**src/rtl/sdcg_pkg.sv**
```systemverilog
package sdcg_pkg;

    typedef enum logic [2:0] {
        CMD_LMR = 3'd0,
        CMD_REF = 3'd1,
        CMD_PRE = 3'd2,
        CMD_ACT = 3'd3,
        CMD_WR  = 3'd4,
        CMD_RD  = 3'd5,
        CMD_BT  = 3'd6,
        CMD_NOP = 3'd7
    } cmd_e;

    typedef enum logic [2:0] {
        BK_IDLE        = 3'd0,
        BK_OPENING     = 3'd1,
        BK_ROW_OPEN    = 3'd2,
        BK_CLOSING     = 3'd3,
        BK_AUTO_CLOSE  = 3'd4
    } bank_st_e;

    typedef enum logic [1:0] {
        GL_FREE    = 2'd0,
        GL_REFRESH = 2'd1,
        GL_MODE    = 2'd2,
        GL_CLOSE   = 2'd3
    } glob_e;

    typedef enum logic [2:0] {
        VC_NONE        = 3'd0,
        VC_DEVICE_BUSY = 3'd1,
        VC_BANK_BUSY   = 3'd2,
        VC_NOT_IDLE    = 3'd3,
        VC_BAD_SEQ     = 3'd4
    } viol_e;

    typedef struct packed {
        logic open;
        logic close;
        logic auto_close;
    } bank_go_t;

    function automatic logic in_transit(input bank_st_e s);
        return (s == BK_OPENING) || (s == BK_CLOSING) || (s == BK_AUTO_CLOSE);
    endfunction

    function automatic bank_st_e settle(input bank_st_e s);
        return (s == BK_OPENING) ? BK_ROW_OPEN : BK_IDLE;
    endfunction

    function automatic int max2(input int a, input int b);
        return (a > b) ? a : b;
    endfunction

endpackage

```
**src/rtl/sdcg_decode.sv**
```systemverilog
module sdcg_decode
    import sdcg_pkg::*;
(
    input  logic cs_n_i,
    input  logic ras_n_i,
    input  logic cas_n_i,
    input  logic we_n_i,
    output cmd_e cmd_o
);
    always_comb begin
        if (cs_n_i) cmd_o = CMD_NOP;
        else        cmd_o = cmd_e'({ras_n_i, cas_n_i, we_n_i});
    end
endmodule

```
**src/rtl/sdcg_bank.sv**
```systemverilog
module sdcg_bank
    import sdcg_pkg::*;
#(
    parameter int CW    = 3,
    parameter int T_RCD = 3,
    parameter int T_RP  = 3,
    parameter int T_AP  = 4
) (
    input  logic     clk_i,
    input  logic     rst_i,
    input  bank_go_t go_i,
    output bank_st_e st_o
);
    bank_st_e        st_q;
    logic [CW-1:0]   cnt_q;

    always_ff @(posedge clk_i) begin
        if (rst_i) begin
            st_q  <= BK_IDLE;
            cnt_q <= '0;
        end else if (go_i.open) begin
            if (T_RCD <= 1) begin
                st_q  <= BK_ROW_OPEN;
                cnt_q <= '0;
            end else begin
                st_q  <= BK_OPENING;
                cnt_q <= CW'(T_RCD - 1);
            end
        end else if (go_i.close) begin
            if (T_RP <= 1) begin
                st_q  <= BK_IDLE;
                cnt_q <= '0;
            end else begin
                st_q  <= BK_CLOSING;
                cnt_q <= CW'(T_RP - 1);
            end
        end else if (go_i.auto_close) begin
            if (T_AP <= 1) begin
                st_q  <= BK_IDLE;
                cnt_q <= '0;
            end else begin
                st_q  <= BK_AUTO_CLOSE;
                cnt_q <= CW'(T_AP - 1);
            end
        end else if (cnt_q != '0) begin
            cnt_q <= cnt_q - 1'b1;
            if (cnt_q == CW'(1)) st_q <= settle(st_q);
        end
    end

    assign st_o = st_q;
endmodule

```
**src/rtl/sdcg_glock.sv**
```systemverilog
module sdcg_glock
    import sdcg_pkg::*;
#(
    parameter int CW    = 3,
    parameter int T_RC  = 6,
    parameter int T_MRD = 2,
    parameter int T_RP  = 3
) (
    input  logic clk_i,
    input  logic rst_i,
    input  logic go_ref_i,
    input  logic go_mode_i,
    input  logic go_close_i,
    output logic busy_o
);
    glob_e         kind_q;
    logic [CW-1:0] cnt_q;

    always_ff @(posedge clk_i) begin
        if (rst_i) begin
            kind_q <= GL_FREE;
            cnt_q  <= '0;
        end else if (go_ref_i) begin
            kind_q <= (T_RC <= 1) ? GL_FREE : GL_REFRESH;
            cnt_q  <= (T_RC <= 1) ? '0 : CW'(T_RC - 1);
        end else if (go_mode_i) begin
            kind_q <= (T_MRD <= 1) ? GL_FREE : GL_MODE;
            cnt_q  <= (T_MRD <= 1) ? '0 : CW'(T_MRD - 1);
        end else if (go_close_i) begin
            kind_q <= (T_RP <= 1) ? GL_FREE : GL_CLOSE;
            cnt_q  <= (T_RP <= 1) ? '0 : CW'(T_RP - 1);
        end else if (cnt_q != '0) begin
            cnt_q <= cnt_q - 1'b1;
            if (cnt_q == CW'(1)) kind_q <= GL_FREE;
        end
    end

    assign busy_o = (kind_q != GL_FREE);
endmodule

```
**src/rtl/sdcg_rules.sv**
```systemverilog
module sdcg_rules
    import sdcg_pkg::*;
#(
    parameter int NB   = 4,
    parameter int BA_W = 2
) (
    input  cmd_e                cmd_i,
    input  logic [BA_W-1:0]     ba_i,
    input  logic                ap_i,
    input  bank_st_e [NB-1:0]   st_i,
    input  logic                dev_busy_i,
    output viol_e               code_o
);
    bank_st_e tgt;
    logic     any_transit;
    logic     all_idle;

    always_comb begin
        any_transit = 1'b0;
        all_idle    = 1'b1;
        for (int i = 0; i < NB; i++) begin
            if (in_transit(st_i[i])) any_transit = 1'b1;
            if (st_i[i] != BK_IDLE)  all_idle    = 1'b0;
        end
    end

    assign tgt = st_i[ba_i];

    always_comb begin
        code_o = VC_NONE;
        if (cmd_i != CMD_NOP) begin
            if (dev_busy_i) begin
                code_o = VC_DEVICE_BUSY;
            end else begin
                case (cmd_i)
                    CMD_LMR, CMD_REF: begin
                        if (!all_idle) code_o = VC_NOT_IDLE;
                    end
                    CMD_PRE: begin
                        if (ap_i ? any_transit : in_transit(tgt)) code_o = VC_BANK_BUSY;
                    end
                    CMD_ACT: begin
                        if (in_transit(tgt))       code_o = VC_BANK_BUSY;
                        else if (tgt != BK_IDLE)   code_o = VC_BAD_SEQ;
                    end
                    CMD_WR, CMD_RD: begin
                        if (in_transit(tgt))          code_o = VC_BANK_BUSY;
                        else if (tgt != BK_ROW_OPEN)  code_o = VC_BAD_SEQ;
                    end
                    default: code_o = VC_NONE;
                endcase
            end
        end
    end
endmodule

```
**src/rtl/sdram_cmd_guard.sv**
```systemverilog
module sdram_cmd_guard
    import sdcg_pkg::*;
#(
    parameter int NUM_BANKS = 4,
    parameter int T_RCD     = 3,
    parameter int T_RP      = 3,
    parameter int T_AP      = 4,
    parameter int T_RC      = 6,
    parameter int T_MRD     = 2,
    localparam int BA_W     = (NUM_BANKS > 1) ? $clog2(NUM_BANKS) : 1
) (
    input  logic                   clk_i,
    input  logic                   rst_i,
    input  logic                   cs_n_i,
    input  logic                   ras_n_i,
    input  logic                   cas_n_i,
    input  logic                   we_n_i,
    input  logic [BA_W-1:0]        ba_i,
    input  logic                   ap_i,
    output logic [3*NUM_BANKS-1:0] bank_state_o,
    output logic                   all_idle_o,
    output logic                   viol_o,
    output logic [2:0]             viol_code_o
);
    localparam int T_MAX = max2(max2(max2(T_RCD, T_RP), max2(T_AP, T_RC)), T_MRD);
    localparam int CW    = $clog2(T_MAX + 1);

    cmd_e                     cmd;
    viol_e                    code_now;
    logic                     cmd_legal;
    logic                     dev_busy;
    bank_st_e [NUM_BANKS-1:0] bank_st;
    viol_e                    code_q;
    logic                     viol_q;

    sdcg_decode u_dec (
        .cs_n_i (cs_n_i),
        .ras_n_i(ras_n_i),
        .cas_n_i(cas_n_i),
        .we_n_i (we_n_i),
        .cmd_o  (cmd)
    );

    sdcg_rules #(.NB(NUM_BANKS), .BA_W(BA_W)) u_rules (
        .cmd_i     (cmd),
        .ba_i      (ba_i),
        .ap_i      (ap_i),
        .st_i      (bank_st),
        .dev_busy_i(dev_busy),
        .code_o    (code_now)
    );

    assign cmd_legal = (code_now == VC_NONE);

    sdcg_glock #(.CW(CW), .T_RC(T_RC), .T_MRD(T_MRD), .T_RP(T_RP)) u_glock (
        .clk_i     (clk_i),
        .rst_i     (rst_i),
        .go_ref_i  (cmd_legal && (cmd == CMD_REF)),
        .go_mode_i (cmd_legal && (cmd == CMD_LMR)),
        .go_close_i(cmd_legal && (cmd == CMD_PRE) && ap_i),
        .busy_o    (dev_busy)
    );

    for (genvar g = 0; g < NUM_BANKS; g++) begin : g_bank
        bank_go_t go;
        logic     hit;

        assign hit           = (ba_i == BA_W'(g));
        assign go.open       = cmd_legal && (cmd == CMD_ACT) && hit;
        assign go.close      = cmd_legal && (cmd == CMD_PRE) && (ap_i || hit);
        assign go.auto_close = cmd_legal && ((cmd == CMD_RD) || (cmd == CMD_WR)) && ap_i && hit;

        sdcg_bank #(.CW(CW), .T_RCD(T_RCD), .T_RP(T_RP), .T_AP(T_AP)) u_bank (
            .clk_i(clk_i),
            .rst_i(rst_i),
            .go_i (go),
            .st_o (bank_st[g])
        );

        assign bank_state_o[3*g +: 3] = bank_st[g];
    end

    always_comb begin
        all_idle_o = !dev_busy;
        for (int i = 0; i < NUM_BANKS; i++) begin
            if (bank_st[i] != BK_IDLE) all_idle_o = 1'b0;
        end
    end

    always_ff @(posedge clk_i) begin
        if (rst_i) begin
            viol_q <= 1'b0;
            code_q <= VC_NONE;
        end else if (!viol_q && !cmd_legal) begin
            viol_q <= 1'b1;
            code_q <= code_now;
        end
    end

    assign viol_o      = viol_q;
    assign viol_code_o = code_q;
endmodule

```
**config.mk**
```make
export PLATFORM = sky130hd
export DESIGN_NAME = sdram_cmd_guard
export DESIGN_NICKNAME = d
export VERILOG_FILES = /design/src/rtl/sdcg_pkg.sv /design/src/rtl/sdcg_decode.sv /design/src/rtl/sdcg_bank.sv /design/src/rtl/sdcg_glock.sv /design/src/rtl/sdcg_rules.sv /design/src/rtl/sdram_cmd_guard.sv
export SDC_FILE = /design/constraint.sdc
export NUM_CORES = 1
export LEC_CHECK = 0
export ABC_AREA = 1
export BUFFER_PORTS_ARGS = -buffer_cell sky130_fd_sc_hd__buf_4
export CORE_MARGIN = 8
export CORE_UTILIZATION = 60
export DETAILED_ROUTE_END_ITERATION = 7
export GPL_TIMING_DRIVEN = 0
export PLACE_DENSITY = 0.81
export SLEW_MARGIN = 20
export SYNTH_ARGS = -nofsm -noshare
export SYNTH_HDL_FRONTEND = slang
export SYNTH_SLANG_ARGS = --single-unit
```
**constraint.sdc**
```tcl
create_clock -name clk_i -period 3.45 [get_ports clk_i]
set_input_delay 0.345 -clock clk_i [delete_from_list [all_inputs] [get_ports clk_i]]
set_output_delay 0.345 -clock clk_i [all_outputs]
set_load 0.005 [all_outputs]
```
# Word-level counts from Yosys, hierarchy flattened
# Cells that the tools add are included.
[op_classes] addsub=5 multipliers=0 div_mod_pow=0 order_cmp=1 eq_ne=30 n_shift=0 mux=74 bitwise=0 reduce_logical=111
[op_table] cell="3-bit two-way mux" n=24
[op_table] cell="2-bit two-way mux" n=30
[op_table] cell="3-bit nonzero test" n=20
[op_table] cell="4-bit nonzero test" n=10
[op_table] cell="3-bit by 1-bit == test with 1-bit output (second input constant)" n=11
[op_table] cell="2-bit AND reduction" n=14
[op_table] cell="3-bit by 2-bit == test with 1-bit output (second input constant)" n=7
[op_table] cell="3-bit == test (second input constant)" n=7
[op_table] cell="1-bit logical AND" n=20
[op_table] cell="2-bit nonzero test" n=10
[op_table] cell="1-bit two-way mux" n=18
[op_table] cell="4-bit OR reduction" n=4
[op_table] cell="1-bit logical OR" n=15
[op_table] cell="3-bit OR reduction" n=5
[op_table] cell="3-bit by 1-bit subtractor with 3-bit output (second input constant)" n=5
[op_table] cell="2-bit OR reduction" n=7
[op_table] cell="3-bit one-hot mux with 4 select lines" n=1
[op_table] cell="3-bit binary-select mux with 2-bit select" n=1
[op_table] cell="3-bit zero test" n=2
[op_table] cell="2-bit == test (second input constant)" n=2
[op_table] cell="1-bit zero test" n=3
[op_table] cell="2-bit by 3-bit < comparator with 1-bit output (second input constant)" n=1
[op_table] cell="3-bit by 2-bit != test with 1-bit output (second input constant)" n=1
[op_table] cell="3-bit != test (second input constant)" n=1
[op_table] cell="2 further kinds" n=2
[totals] register_bits=33 latch_bits=0 ram_bits=0 romBits=0 in_bits=9 mem_count=0

# Longest topological paths before layout
[depth] word_depth=19 ltp_mapped=17 depth_no_buf=17

# Hierarchy
# A second synthesis with hierarchy kept.
[hier_totals] hier_cells=386 area_unflattened_um2=2507.4
[modules_own_cells] mod="sdcg_bank" n_inst=4 cells_each=48 area_per_inst_um2=365.4 seq_area_each_um2=120.1
[modules_own_cells] mod="sdcg_rules" n_inst=1 cells_each=84 area_per_inst_um2=375.4 seq_area_each_um2=0.0
[modules_own_cells] mod="sdram_cmd_guard" n_inst=1 cells_each=60 area_per_inst_um2=340.3 seq_area_each_um2=80.1
[modules_own_cells] mod="sdcg_glock" n_inst=1 cells_each=43 area_per_inst_um2=304.0 seq_area_each_um2=100.1
[modules_own_cells] mod="sdcg_decode" n_inst=1 cells_each=7 area_per_inst_um2=26.3 seq_area_each_um2=0.0

# Worst setup path after synthesis
# No wires, ideal clock.
[synth_timing] path_kind="input to register" startpoint="in ba_i[0]" endpoint="reg g_bank[2].u_bank.cnt_q[0]" setup_time_ps=114 arrival_ps=1687 path_slack_ps=1649 stages=14 path_buffers=2 cell_sequence="buf_4 > nand3_1 > nand2_1 > nor2_2 > nand2_2 > nand2_2 > nand2_1 > nand2_1 > nand2_2 > a21oi_4 > buf_6 > o2111ai_2 > nand3_1 > nor2_1"
[synth_via] elab_chain_cells=15 elab_cells_between_ends=31
[synth_lines] item="from (decl)" line_no="sdram_cmd_guard.sv:18" source="input logic [BA_W-1:0] ba_i,"
[synth_lines] item="3-bit binary-select mux with 2-bit select" line_no="sdcg_rules.sv:27" source="assign tgt = st_i[ba_i];"
[synth_lines] item="3-bit two-way mux (not written as such)" line_no="sdcg_rules.sv:27"
[synth_lines] item="3-bit by 1-bit == test with 1-bit output / 3-bit by 2-bit == test with 1-bit output (equally long branches)" line_no="sdcg_pkg.sv:44" source="return (s == BK_OPENING) || (s == BK_CLOSING) || (s == BK_AUTO_CLOSE);"
[synth_lines] item="1-bit logical OR (2 in series)" line_no="sdcg_pkg.sv:44"
[synth_lines] item="1-bit two-way mux" line_no="sdcg_rules.sv:40" source="if (ap_i ? any_transit : in_transit(tgt)) code_o = VC_BANK_BUSY;"
[synth_lines] item="2-bit two-way mux" line_no="sdcg_rules.sv:40"
[synth_lines] item="3-bit one-hot mux with 4 select lines" line_no="sdcg_rules.sv:35" source="case (cmd_i)"
[synth_lines] item="3-bit two-way mux" line_no="sdcg_rules.sv:32" source="if (dev_busy_i) begin"
[synth_lines] item="3-bit two-way mux" line_no="sdcg_rules.sv:31" source="if (cmd_i != CMD_NOP) begin"
[synth_lines] item="3-bit zero test" line_no="sdram_cmd_guard.sv:53" source="assign cmd_legal = (code_now == VC_NONE);"
[synth_lines] item="1-bit logical AND (3 in series)" line_no="sdram_cmd_guard.sv:71" source="assign go.auto_close = cmd_legal && ((cmd == CMD_RD) || (cmd == CMD_WR)) && ap_i && hit;"
[synth_lines] item="2-bit two-way mux / 2-bit nonzero test (equally long branches)"
[synth_lines] item="to (signal assigned)" line_no="sdcg_bank.sv:35" source="cnt_q <= CW'(T_RP - 1);"
[synth_lines] item="to (signal assigned)" line_no="sdcg_bank.sv:43" source="cnt_q <= CW'(T_AP - 1);"
[synth_lines] item="to (signal assigned)" line_no="sdcg_bank.sv:46" source="cnt_q <= cnt_q - 1'b1;"
[synth_lines] item="to (decl)" line_no="sdcg_bank.sv:15" source="logic [CW-1:0] cnt_q;"
# Parallel ways exist; a longest one is shown, timed or not. The select of a mux whose other input is x is not followed.
# A chain may end at the register's enable or synchronous reset.

# Worst setup path after layout
[layout_timing] startpoint="reg g_bank[1].u_bank.st_q[0]" endpoint="reg g_bank[2].u_bank.cnt_q[0]"
[layout_via] elab_chain_cells=16 elab_cells_between_ends=42
[layout_lines] item="from (decl)" line_no="sdcg_bank.sv:14" source="bank_st_e st_q;"
[layout_lines] item="from (signal assigned)" line_no="sdcg_bank.sv:47" source="if (cnt_q == CW'(1)) st_q <= settle(st_q);"
[layout_lines] item="3-bit by 1-bit == test with 1-bit output / 3-bit by 2-bit == test with 1-bit output (equally long branches)" line_no="sdcg_pkg.sv:44"
[layout_lines] item="1-bit logical OR (2 in series)" line_no="sdcg_pkg.sv:44"
[layout_lines] item="1-bit two-way mux (3 in series)" line_no="sdcg_rules.sv:22" source="if (in_transit(st_i[i])) any_transit = 1'b1;"
[layout_lines] item="1-bit two-way mux" line_no="sdcg_rules.sv:40"
[layout_lines] item="2-bit two-way mux" line_no="sdcg_rules.sv:40"
[layout_lines] item="3-bit one-hot mux with 4 select lines *" line_no="sdcg_rules.sv:35"
[layout_lines] item="3-bit two-way mux *" line_no="sdcg_rules.sv:32"
[layout_lines] item="3-bit two-way mux *" line_no="sdcg_rules.sv:31"
[layout_lines] item="3-bit zero test *" line_no="sdram_cmd_guard.sv:53"
[layout_lines] item="1-bit logical AND (3 in series)" line_no="sdram_cmd_guard.sv:71"
[layout_lines] item="2-bit two-way mux / 2-bit nonzero test (equally long branches)"
# Mark *: on every way between the ends. The rest lies on a longest branch, timed or not. The select of a mux whose other input is x is not followed.

==> reports/qor.yml <==
synth_compound_area_share_pct: 7.652
yosysMostFrequentCell: "nand2_1"
synth_common_cells: "nand2_1 (103), inv_1 (60), nand3_1 (50)"
fillers: 370
final_area_sq_um: 2688
clockBufferDepth: 2
worstPathMaxFanout: 5
layout-area-overhead-vs-synth_pct: 13.35
clock_latency_ns: 0.29
gp_congestion: 0.9540
num_vias: 2316
clkTransAtPathRegs_ns: 0.06
synth_area_leader_cell: "dfxtp_1"
grt_max_degree: 11
synth_area_leaders: "dfxtp_1 (28%), nand2_1 (16%), nand3_1 (11%), inv_1 (9.5%), ha_1 (7.9%)"
drtIter0Drc: 125
path_buf_inv: 1
crit_chain: "nand3_1 > nand2_1 > inv_1 > nand2_1 > nand2_2 > nand2_2 > nand2_1 > nand2_1 > nand2_2 > a21oi_4 > nand2_2 > nor2_1 > nand2_1 > nand3_1 > nor2_1"
cts_max_level: 2
async_reset_ff_share_pct: 0
powerDensity_nw_per_um2: 563.3
detail_route.first_pass.iterations: 4
synth_cell_types: 29
synth_fp_nets: 391
via_per_inst: 5.181
hold_path_depth: 4
dieWidth_um: 78.86
place.detailed.hpwl_um: 4213
crit_path_start_kind: "register"
placed_cell_area_sq_um: 2614
drive_above_1_share_pct: 14.11
worstMarginPinSlew_ns: 0.5339
synthCells: 367
utilization_pct: 68.67
path_class: "register to register"
synth_enable_flop_cells: 0
n_antenna_cell: 0
critical_path_arrival_ns: 2.24
synth-main-ff-cell: "dfxtp_1"
synth_xor_area_share_pct: 2.216
fin_crit_ns: 2.059
setup_viol: 0
required_ns: 3.63
p_leak_nw: 1.433
yosys_register_bits: 33
die_h_um: 78.86
cts_tree: "built"
ys_seq_area_share_pct: 27.86
min_path_type: "input port to register"
grt_pass1_vias: 2221
rsz0062_at_grt: "no"
cap_violations: 0
netlist.area_leader.share_pct: 27.86
whs_endpoint: "u_glock.cnt_q[0]"
r2r_cells: 15
regToRegEndpoint: "g_bank[2].u_bank.cnt_q[0]"
cp_slowest_stage_delay_ns: 0.45
placed_cells: 441
overflow: 0
initial_core_util_pct: 60.58
port_buffers: 24
ys_warn_count: 0
synth_fa_ha_area_share_pct: 7.916
yosys.area_share.simple_pct: 41.79
ioPinCount: 26
syn_avg_cell_area_sq_um: 6.461
drtAntennaViolNets: 0
cts_buffers: 5
final-hold-violation-count: 0
grt_pass1_wl_um: 9432
die-area_sq_um: 6219
cpMostUsedCell: "nand2_1"
seq_area_sq_um: 660.6
slew_headroom_pct: 64.41
rows: 23
grt_use_total_pct: 18.30
post_cts.repair.setup_buffers: 0
multi_input_area_sq_um: 1433
wirelength_um: 5369
cts.sinks: 33
coreArea_sq_um: 3914
post_drt_wl_per_cell_um: 12.01
crit_slowest_cell: "dfxtp_1"
finClkSkew_ns: 0.004518
r2r_slack_ns: 1.39
post_cts_resized: 0
critPathLaunch: "g_bank[1].u_bank.st_o[0]"
status: "completed"
instances_no_fill: 447
synth_top_family_by_area: "simple AND/OR/NAND/NOR gates"
drc: 0
reg2reg_from: "g_bank[1].u_bank.st_o[0]"
hold_buffers: 0
hp-start: "cas_n_i"
fmax_ghz: 0.4856
syn_area_sq_um: 2371
setup_tns_ns: 0
crit_family: "simple AND/OR/NAND/NOR gates"
endpoint_kind: "register"
post-route-period-util_pct: 59.69
final-max-slew-violation-count: 0
muxShareOfSynthArea_pct: 0.8443
antenna_found_initial: 0
final_nets: 422
irDropWorstVdd_mv: 0.4149
root_buffer: "clkbuf_8"
[worst min-delay path, cell delays in order]
cell and delay (ns):
buf_4 0.11, nor2_1 0.06, nand3_2 0.09, a21oi_1 0.06
[cell type report]
class                           instances  share of cell area (%)
Multi-Input combinational cell        266                   53.31
Buffer                                  6                   1.676
Timing Repair Buffer                   24                   6.704
Tap cell                               50                   2.328
Clock inverter                          1                  0.1862
Inverter                               62                   8.659
Sequential cell                        33                   24.58
Clock buffer                            5                   2.561
[metrics by stage]
step,hold slack (ns),worst slack [ns],power [W]
finish,0.4255,1.391,0.001514
global route,0.4594,1.160,0.001679
CTS,0.4165,1.418,0.001524
detailed placement,0.4575,1.248,0.001252
global placement,0.4543,1.295,0.001224
floorplan,0.4561,1.649,0.001103
[layer usage]
metal | up-vias | GRT usage, % | wire length [um]
met5 | - | 0 | 0
met4 | 0 | 7.407 | 86
met3 | 9 | 4.853 | 387
met2 | 57 | 30.32 | 2417
met1 | 1026 | 21.96 | 2478
li1 | 1224 | - | -
[power breakdown]
group	total, W	internal (W)	switching [W]	leakage [nW]
Clock	0.000265	0.000132	0.000132	0.0399
Sequential	0.000518	0.000470	0.0000478	0.270
Combinational	0.000731	0.000301	0.000431	1.12
Total	0.00151	0.000903	0.000611	1.43
[state kept, by name, summed over array words and instances (netlist names)]
signal and cells:
u_glock.kind_q 2, u_glock.cnt_q 3, g_bank.u_bank.st_o 12, viol_code_o 3
g_bank.u_bank.cnt_q 12, viol_o 1
[cells in the final DEF, fill, tap and decap left out]
cell / instances
nand2_1: 103
inv_1: 60
nand3_1: 50
nor2_1: 35
dfxtp_1: 33
buf_4: 26
ha_1: 15
a21oi_1: 14
o21ai_0: 10
xor2_1: 6
nand2_2: 5
nand4_2: 5
clkbuf_8: 5
nor3_1: 4
nand4_1: 3
inv_2: 2
buf_6: 2
nor2_4: 2
nand3_2: 2
o2111ai_2: 2
clkbuf_1: 2
mux2i_1: 2
nor2_2: 1
a22oi_1: 1
a21oi_4: 1
nand4_4: 1
nor4_1: 1
nand3b_1: 1
or2_2: 1
o211ai_1: 1
clkinv_2: 1
[worst max-delay path by stage]
stage / to / slack, ns / cells after the start
after floorplan: g_bank[2].u_bank.cnt_q[0] / 1.65 / 14
after global placement: g_bank[0].u_bank.cnt_q[0] / 1.29 / 15
after detailed placement: g_bank[2].u_bank.cnt_q[0] / 1.25 / 16
after CTS: g_bank[2].u_bank.cnt_q[0] / 1.42 / 15
after global routing: g_bank[2].u_bank.cnt_q[0] / 1.16 / 12
final: g_bank[2].u_bank.cnt_q[0] / 1.39 / 15
[cell families (layout without fill, tap and decap cells)]
| logic type | Yosys count | count (layout) |
|---|---|---|
| adder cells (fa/ha/maj) | 15 | 15 |
| AND/OR/NAND/NOR | 214 | 214 |
| flip-flops | 33 | 33 |
| AO/OA/AOI/OAI | 29 | 29 |
| XOR/XNOR | 6 | 6 |
| buffers and inverters | 68 | 98 |
| multiplexers | 2 | 2 |
(Power assumes the default switching activity.)
